[config.mk]
export PLATFORM = sky130hd
export DESIGN_NAME = spi_buf_master
export DESIGN_NICKNAME = d
export VERILOG_FILES = /design/src/rtl/spi_buf_pkg.sv /design/src/rtl/spi_buf_timing.sv /design/src/rtl/spi_buf_shift.sv /design/src/rtl/spi_buf_master.sv
export SDC_FILE = /design/constraint.sdc
export NUM_CORES = 1
export LEC_CHECK = 0
export BUFFER_PORTS_ARGS = -buffer_cell sky130_fd_sc_hd__buf_2
export CAP_MARGIN = 20
export CORE_AREA = 4 4 63 65
export CTS_CLUSTER_DIAMETER = 120
export DETAILED_ROUTE_END_ITERATION = 8
export DIE_AREA = 0 0 67 69
export PLACE_DENSITY = 0.7
export SYNTH_ARGS = -nofsm -noshare
export SYNTH_HDL_FRONTEND = slang
export SYNTH_SLANG_ARGS = --single-unit
[constraint.sdc]
create_clock -name clk -period 2.1 [get_ports clk]
set_clock_uncertainty 0.15 [all_clocks]
set_input_delay 0.105 -clock clk [delete_from_list [all_inputs] [get_ports clk]]
set_output_delay 0.105 -clock clk [all_outputs]
set_load 0.03 [all_outputs]
[src/rtl/spi_buf_pkg.sv]
package spi_buf_pkg;

    // Interrupt timing selection
    typedef enum logic {
        IRQ_ON_EMPTY = 1'b0,
        IRQ_ON_END   = 1'b1
    } irq_sel_e;

    // Single-cycle events produced by the bit timer
    typedef struct packed {
        logic sample;      // sck rises on this edge: capture si
        logic bit_end;     // last cycle of a bit period
        logic frame_end;   // last cycle of the frame's final bit
        logic last_start;  // edge that starts the frame's final bit
    } tick_t;

    function automatic int unsigned cnt_w(input int unsigned n);
        return (n <= 1) ? 1 : $clog2(n);
    endfunction

endpackage

[src/rtl/spi_buf_timing.sv]
module spi_buf_timing
    import spi_buf_pkg::*;
#(
    parameter int unsigned BITS    = 8,
    parameter int unsigned CLK_DIV = 4
) (
    input  logic  clk,
    input  logic  rst,
    input  logic  run,
    output logic  sck,
    output tick_t tick
);
    localparam int unsigned HALF = CLK_DIV / 2;
    localparam int unsigned DW   = cnt_w(CLK_DIV);
    localparam int unsigned BW   = cnt_w(BITS);

    logic [DW-1:0] div_q;
    logic [BW-1:0] bit_q;

    always_comb begin
        tick.sample     = run && (div_q == DW'(HALF - 1));
        tick.bit_end    = run && (div_q == DW'(CLK_DIV - 1));
        tick.frame_end  = tick.bit_end && (bit_q == BW'(BITS - 1));
        tick.last_start = tick.bit_end && (bit_q == BW'(BITS - 2));
        sck             = !(run && (div_q < DW'(HALF)));
    end

    always_ff @(posedge clk) begin
        if (rst || !run) begin
            div_q <= '0;
            bit_q <= '0;
        end else if (tick.bit_end) begin
            div_q <= '0;
            bit_q <= (bit_q == BW'(BITS - 1)) ? '0 : bit_q + BW'(1);
        end else begin
            div_q <= div_q + DW'(1);
        end
    end

endmodule

[src/rtl/spi_buf_shift.sv]
module spi_buf_shift #(
    parameter int unsigned BITS = 8
) (
    input  logic            clk,
    input  logic            rst,
    input  logic            load,
    input  logic [BITS-1:0] load_val,
    input  logic            shift,
    input  logic            sample,
    input  logic            si,
    output logic            so_bit,
    output logic [BITS-1:0] rx_val
);
    logic [BITS-1:0] tx_q;
    logic [BITS-1:0] rx_q;

    always_ff @(posedge clk) begin
        if (rst) begin
            tx_q <= '0;
            rx_q <= '0;
        end else begin
            if (load)
                tx_q <= load_val;
            else if (shift)
                tx_q <= {tx_q[BITS-2:0], 1'b0};
            if (sample)
                rx_q <= {rx_q[BITS-2:0], si};
        end
    end

    assign so_bit = tx_q[BITS-1];
    assign rx_val = rx_q;

endmodule

[src/rtl/spi_buf_master.sv]
module spi_buf_master
    import spi_buf_pkg::*;
#(
    parameter int unsigned BITS    = 8,
    parameter int unsigned CLK_DIV = 4
) (
    input  logic            clk,
    input  logic            rst,
    input  logic            wr_en,
    input  logic [BITS-1:0] wr_data,
    output logic [BITS-1:0] rd_data,
    input  logic            start,
    input  logic            stop,
    input  logic            irq_mode,
    output logic            sck,
    output logic            so,
    input  logic            si,
    output logic            irq,
    output logic            busy,
    output logic            buf_full
);
    tick_t           tick;
    irq_sel_e        mode_in;
    irq_sel_e        frame_mode_q;
    logic            enabled_q, shifting_q, stop_pend_q, buf_full_q, irq_q;
    logic [BITS-1:0] data_q;
    logic [BITS-1:0] rx_val;
    logic            so_bit;
    logic            stop_now, load_idle, load_cont, load, irq_next;

    assign mode_in   = irq_sel_e'(irq_mode);
    assign stop_now  = stop || stop_pend_q;
    assign load_idle = enabled_q && !shifting_q && buf_full_q && !stop;
    assign load_cont = tick.frame_end && buf_full_q && !stop_now;
    assign load      = load_idle || load_cont;
    assign irq_next  = (load_idle && mode_in == IRQ_ON_EMPTY)
                    || (load_cont && frame_mode_q == IRQ_ON_EMPTY)
                    || (tick.frame_end && frame_mode_q == IRQ_ON_END);

    spi_buf_timing #(.BITS(BITS), .CLK_DIV(CLK_DIV)) u_timing (
        .clk  (clk),
        .rst  (rst),
        .run  (shifting_q),
        .sck  (sck),
        .tick (tick)
    );

    spi_buf_shift #(.BITS(BITS)) u_shift (
        .clk      (clk),
        .rst      (rst),
        .load     (load),
        .load_val (data_q),
        .shift    (tick.bit_end),
        .sample   (tick.sample),
        .si       (si),
        .so_bit   (so_bit),
        .rx_val   (rx_val)
    );

    always_ff @(posedge clk) begin
        if (rst) begin
            enabled_q    <= 1'b0;
            shifting_q   <= 1'b0;
            stop_pend_q  <= 1'b0;
            buf_full_q   <= 1'b0;
            irq_q        <= 1'b0;
            data_q       <= '0;
            frame_mode_q <= IRQ_ON_EMPTY;
        end else begin
            irq_q <= irq_next;

            if (stop && !shifting_q)
                enabled_q <= 1'b0;
            else if (tick.frame_end && stop_now)
                enabled_q <= 1'b0;
            else if (start)
                enabled_q <= 1'b1;

            if (tick.frame_end)
                stop_pend_q <= 1'b0;
            else if (stop && shifting_q)
                stop_pend_q <= 1'b1;

            if (load)
                shifting_q <= 1'b1;
            else if (tick.frame_end)
                shifting_q <= 1'b0;

            if (wr_en)
                buf_full_q <= 1'b1;
            else if (load)
                buf_full_q <= 1'b0;

            // write wins; otherwise received byte replaces the register
            // unless a byte is left pending by a stop
            if (wr_en)
                data_q <= wr_data;
            else if (tick.frame_end && !(buf_full_q && !load))
                data_q <= rx_val;

            if (tick.last_start)
                frame_mode_q <= mode_in;
        end
    end

    assign rd_data  = data_q;
    assign busy     = shifting_q;
    assign buf_full = buf_full_q;
    assign irq      = irq_q;
    assign so       = shifting_q ? so_bit : 1'b1;

    // both serial lines rest high when no frame runs
    p_idle_lines_r2: assert property (@(posedge clk) disable iff (rst)
        !busy |-> (sck && so));

    // a write always leaves the written byte pending and visible
    p_write_lands_r4: assert property (@(posedge clk) disable iff (rst)
        wr_en |=> (buf_full && rd_data == $past(wr_data)));

    // a pending byte at frame end starts the next low phase at once
    p_no_gap_r5: assert property (@(posedge clk) disable iff (rst)
        (tick.frame_end && buf_full && !stop && !stop_pend_q) |=> (busy && !sck));

    // interrupt is a single-cycle pulse
    p_irq_single_r7: assert property (@(posedge clk) disable iff (rst)
        irq |=> !irq);

    // stop while idle keeps the channel idle
    p_stop_halts_r10: assert property (@(posedge clk) disable iff (rst)
        (stop && !busy) |=> !busy);

endmodule

Word level (Yosys, flattened, before mapping). Index checks and enable logic that the tools add are counted.

Input bits: 15. Logic and storage cells: 66. Bits in registers: 35.

Equality and inequality tests: 4. Bitwise logic cells: 2. Reduce and logical (&&, ||, !) cells: 36. Multiplexer cells: 10. $lt $le $gt $ge: 1. Add/sub/neg operators: 2.

Operators with widths (number): $mux W8 (4); $logic_and A1 B1 Y1 (18); $reduce_bool A2 Y1 (4); $eq A3 B3 Y1 const B (2); $logic_not A1 Y1 (6); $logic_or A1 B1 Y1 (5); $mux W1 (5); $reduce_or A2 Y1 (2); $add A3 B1 Y3 const B (1); $mux W3 (1); $reduce_or A3 Y1 (1); $add A2 B1 Y2 const B (1); $eq A2 B1 Y1 const B (1); $eq A2 B2 Y1 const B (1); $lt A2 B2 Y1 const B (1); $not A1 Y1 (2).

Depth between registers and ports, before layout.
Depth in word-level cells: 12. Gate-level depth with buffers: 7. Gate-level depth less buffers: 6.

By module. A second synthesis with hierarchy kept.

Cell total of the unflattened synthesis: 165. Area, all modules: 1649.1 sq um.

Modules (own cells, without submodules): spi_buf_master (cells each 75, area an instance 719.4 sq um, times used 1); spi_buf_shift (cells each 61, area an instance 653.1 sq um, times used 1); spi_buf_timing (cells each 29, area an instance 276.5 sq um, times used 1).

Worst setup path before layout. OpenSTA, ideal clock, no wires.

Kind: reg2reg. Start: register u_timing.bit_q[0]. End: register u_shift.tx_q[0]. Slack: 306 ps. Data arrival time: 1577 ps. Library setup time: 67 ps. Stages on the path, launching flop included: 8. Clock period less this slack: 1794 ps. Cells stage by stage: dfxtp_1 ha_1 ha_1 and3_4 a21oi_4 buf_6 nand3_2 a21oi_2.

Cells in the longest elaborated chain, start to end: 6. Elaborated cells on any way between the ends: 7. Classes of those cells: eq/ne: 1; mux: 1; reduce/logical: 5.

Ends and longest elaborated chain: start: declaration (RTL line spi_buf_timing.sv:18) `logic [BW-1:0] bit_q;`; start signal: assignment (RTL line spi_buf_timing.sv:34) `bit_q <= (bit_q == BW'(BITS - 1)) ? '0 : bit_q + BW'(1);`; $eq A3 B3 Y1 * (RTL line spi_buf_timing.sv:23) `tick.frame_end = tick.bit_end && (bit_q == BW'(BITS - 1));`; $logic_and A1 B1 Y1 * (RTL line spi_buf_timing.sv:23); $logic_and A1 B1 Y1 * (2 in a row) (RTL line spi_buf_master.sv:34) `assign load_cont = tick.frame_end && buf_full_q && !stop_now;`; $logic_or A1 B1 Y1 * (RTL line spi_buf_master.sv:35) `assign load = load_idle || load_cont;`; $mux W8 / $reduce_bool A2 Y1 (equally long branches); end signal: assignment (RTL line spi_buf_shift.sv:23) `tx_q <= load_val;`; end signal: assignment (RTL line spi_buf_shift.sv:25) `tx_q <= {tx_q[BITS-2:0], 1'b0};`; end: declaration (RTL line spi_buf_shift.sv:14) `logic [BITS-1:0] tx_q;`.

Every way passes the cells marked *; elsewhere a longest branch is shown, timed or not. A chain may end at the register's enable or synchronous reset.

Worst setup path in the final report.
Start: register u_timing.bit_q[0]. End: register u_shift.tx_q[7].

The elaborated chain is that of the path after synthesis.

==> flow_summary.ini <==
[worst_setup_path]
end_kind = flop
required_ns = 2.21
crit_type = reg -> reg
worst_ep_arrival_time_ns = 2.00
worstPathCellList = ha_1 -> ha_1 -> and3_4 -> a21oi_4 -> nor2_1 -> a311oi_4
cpMaxStageDelayCell = dfxtp_1
cp_num_buf_inv = 0
cp_common_cell = ha_1
slowest_delay_ns = 0.35
path_delay_family = compound AO/OA/AOI/OAI gates
worstPathMaxFanout = 15
start_kind = flop

[sta]
fin_crit_sh_pct = 90.2
tns_ns = 0
tightest_slew_ns = 0.548
slew_violations = 0
max_clock_freq_mhz = 528
hold_violations = 0
setup_viol = 0
rsz0062_at_grt = false
min_period_ns = 1.89
relSlewSlack_pct = 63.4

[global_routing]
grt_pass1_wl_um = 6210
antenna_found_initial = 0
grt_max_degree = 23
grt_pass1_vias = 1406
overflow = 0
track_usage_pct = 17.2

[cells_and_area]
num_antenna_cells = 0
n_fill_cell = 311
area_growth_pct = 22.4
nets = 238
seq_area_sq_um = 701
drive_gt1_share_pct = 27.4
multi_input_area_sq_um = 876

[place]
hpwl_um = 2610
routabilityCongestion = 0.796
io_buffers = 27

[clock_network]
cts_tree = built
cts_root_buf = clkbuf_4
clock-sinks = 35
cts_max_level = 2
post_cts_resized = 0
clock_path_buffers = 2
hold_buffers = 13
clk_pin_slew_ns = 0.11
numCtsBuffers = 5
postCtsSetupBuffers = 0
clk_latency_ns = 0.34

[die]
io_pins = 28
start_util_pct = 49.6
die_area_sq_mm = 0.00462
coreArea_sq_mm = 0.00334
die_x_um = 67
die_h_um = 69
num_rows = 21

[synthesis]
synth.distinct_cells = 31
yosys.area.top_type = dfxtp_1
syn_area_per_cell_sq_um = 9.51
yosys_warnings = 0
synthTopCellsByArea = dfxtp_1, mux2i_1, a311oi_2, nand2_1, nand3_1
yosysSeqAreaShare_pct = 42.4
syn-num-nets = 194
synth.ff_latch_count = 35
synthCells = 174
netlist.area_leader.share_pct = 42.4
synthesis.area_sq_mm = 0.00165

[run]
maxCapViolations = 0

[power_and_ir_drop]
leakage_nw = 0.784
pwr_density_cell_mw_per_mm2 = 589
power_mw = 1.19
peakVddDrop_uv = 414

[route]
drc = 0
firstDrtPassIters = 4
drtIter0Drc = 75
vias_per_cell = 5.28
ant_nets = 0
vias = 1399
totalWireLength_um = 3660
drt-wirelength-per-cell_um = 13.8

[min_path]
min_path_type = in -> reg

[status]
status = finished clean
cell families (layout without fill, tap and decap cells):
group,count (synthesis),count (layout),share of synthesized area (%)
and+or+nand+nor,74,74,23.8
AOI/OAI and AO/OA,34,34,18.1
adders and majority gates,5,5,3.78
buffers and inverters,14,59,4.69
DFF,35,35,42.4
muxes,12,12,7.26
sequential cells by signal, indices dropped and copies added, names as in the netlist:
signal / cells
buf_full: 1
rd_data: 8
busy: 1
stop_pend_q: 1
u_timing.bit_q: 3
u_timing.div_q: 2
enabled_q: 1
u_shift.tx_q: 8
frame_mode_q: 1
irq: 1
u_shift.rx_val: 8
synth_stat cells:
| library cell | instances |
|---|---|
| or2_2 | 1 |
| a21oi_4 | 1 |
| nor2_1 | 19 |
| nor3b_2 | 1 |
| and3_4 | 1 |
| buf_1 | 2 |
| nor3_1 | 4 |
| o221ai_2 | 1 |
| clkbuf_1 | 4 |
| nand3_1 | 15 |
| a21oi_2 | 1 |
| nand2b_1 | 4 |
| a311oi_4 | 1 |
| nand4b_4 | 1 |
| nand2_1 | 24 |
| dfxtp_1 | 35 |
| nand3_4 | 1 |
| nand4_1 | 1 |
| nor4bb_4 | 1 |
| o21ai_1 | 3 |
| a311oi_2 | 6 |
| buf_6 | 3 |
| a21oi_1 | 14 |
| o22ai_4 | 1 |
| o21ai_0 | 3 |
| inv_1 | 3 |
| nand3_2 | 1 |
| ha_1 | 5 |
| a211oi_1 | 3 |
| buf_2 | 2 |
| mux2i_1 | 12 |
where the power goes:
| part | internal (mW) | total (mW) | switching [mW] |
|---|---|---|---|
| Combinational | 0.0586 | 0.132 | 0.0730 |
| Sequential | 0.680 | 0.696 | 0.0164 |
| Clock | 0.129 | 0.365 | 0.236 |
final cells by class:
type / count / area share [%]
clock buffer: 6 / 2.04
clock inverter: 2 / 0.618
inverter: 3 / 0.556
multi-input combinational: 125 / 43.3
sequential: 35 / 34.6
tap: 46 / 2.84
timing repair buffer: 48 / 16.1
worst register-to-register path, cell delays in order (launching register included):
cell and delay, ns:
dfxtp_1 0.35, ha_1 0.20, ha_1 0.19, and3_4 0.19, a21oi_4 0.35, nor2_1 0.13
a311oi_4 0.26
path summary, 6_finish.rpt:
kind / cells after the start / end / slack [ns] / start
max: 6 / u_shift.tx_q[7] / 0.21 / u_timing.bit_q[0]
min: 2 / buf_full / 0.01 / rst
max reg2reg: 6 / u_shift.tx_q[7] / 0.21 / u_timing.bit_q[0]
min reg2reg: 2 / u_shift.tx_q[0] / 0.33 / u_shift.tx_q[0]
layer usage:
metal	share of wire (%)	up-vias	GRT usage, %	routed length (um)
met4	1.7	0	5.86	61
met2	48	40	28.6	1760
met3	5.8	9	5.84	213
met5	0	-	0	0
li1	-	705	-	-
met1	44	645	20.1	1620
placed cells by master, fill, tap and decap left out:
master,Yosys,routed
buf_4,0,8
dfxtp_1,35,35
inv_1,3,3
o22ai_4,1,1
nand2b_1,4,4
a211oi_1,3,3
clkbuf_1,4,1
nand4_1,1,1
a21oi_4,1,1
nor2_1,19,19
nor3b_2,1,1
dlygate4sd3_1,0,13
a311oi_2,6,6
clkinvlp_4,0,1
buf_2,2,27
nand2_1,24,24
a21oi_1,14,14
nor4bb_4,1,1
nand3_1,15,15
nand4b_4,1,1
a311oi_4,1,1
and3_4,1,1
clkinv_2,0,1
or2_2,1,1
nor3_1,4,4
a21oi_2,1,1
nand3_4,1,1
ha_1,5,5
clkbuf_4,0,5
o21ai_0,3,3
mux2i_1,12,12
o21ai_1,3,3
o221ai_2,1,1
nand3_2,1,1
stage by stage:
stage	hold WS [ns]	setup slack [ns]	instance area (sq um)	utilization, %	std cells
floorplan	0.0636	0.306	1650	-	174
global placement	0.158	0.283	1840	55.2	244
detailed placement	0.159	0.232	1840	55.2	244
CTS	0.00582	0.202	2020	60.7	265
global route	0.0170	0.0513	2020	60.7	265
finish	0.0105	0.206	2020	60.7	265
No activity file was read; power rests on OpenSTA's default activity.
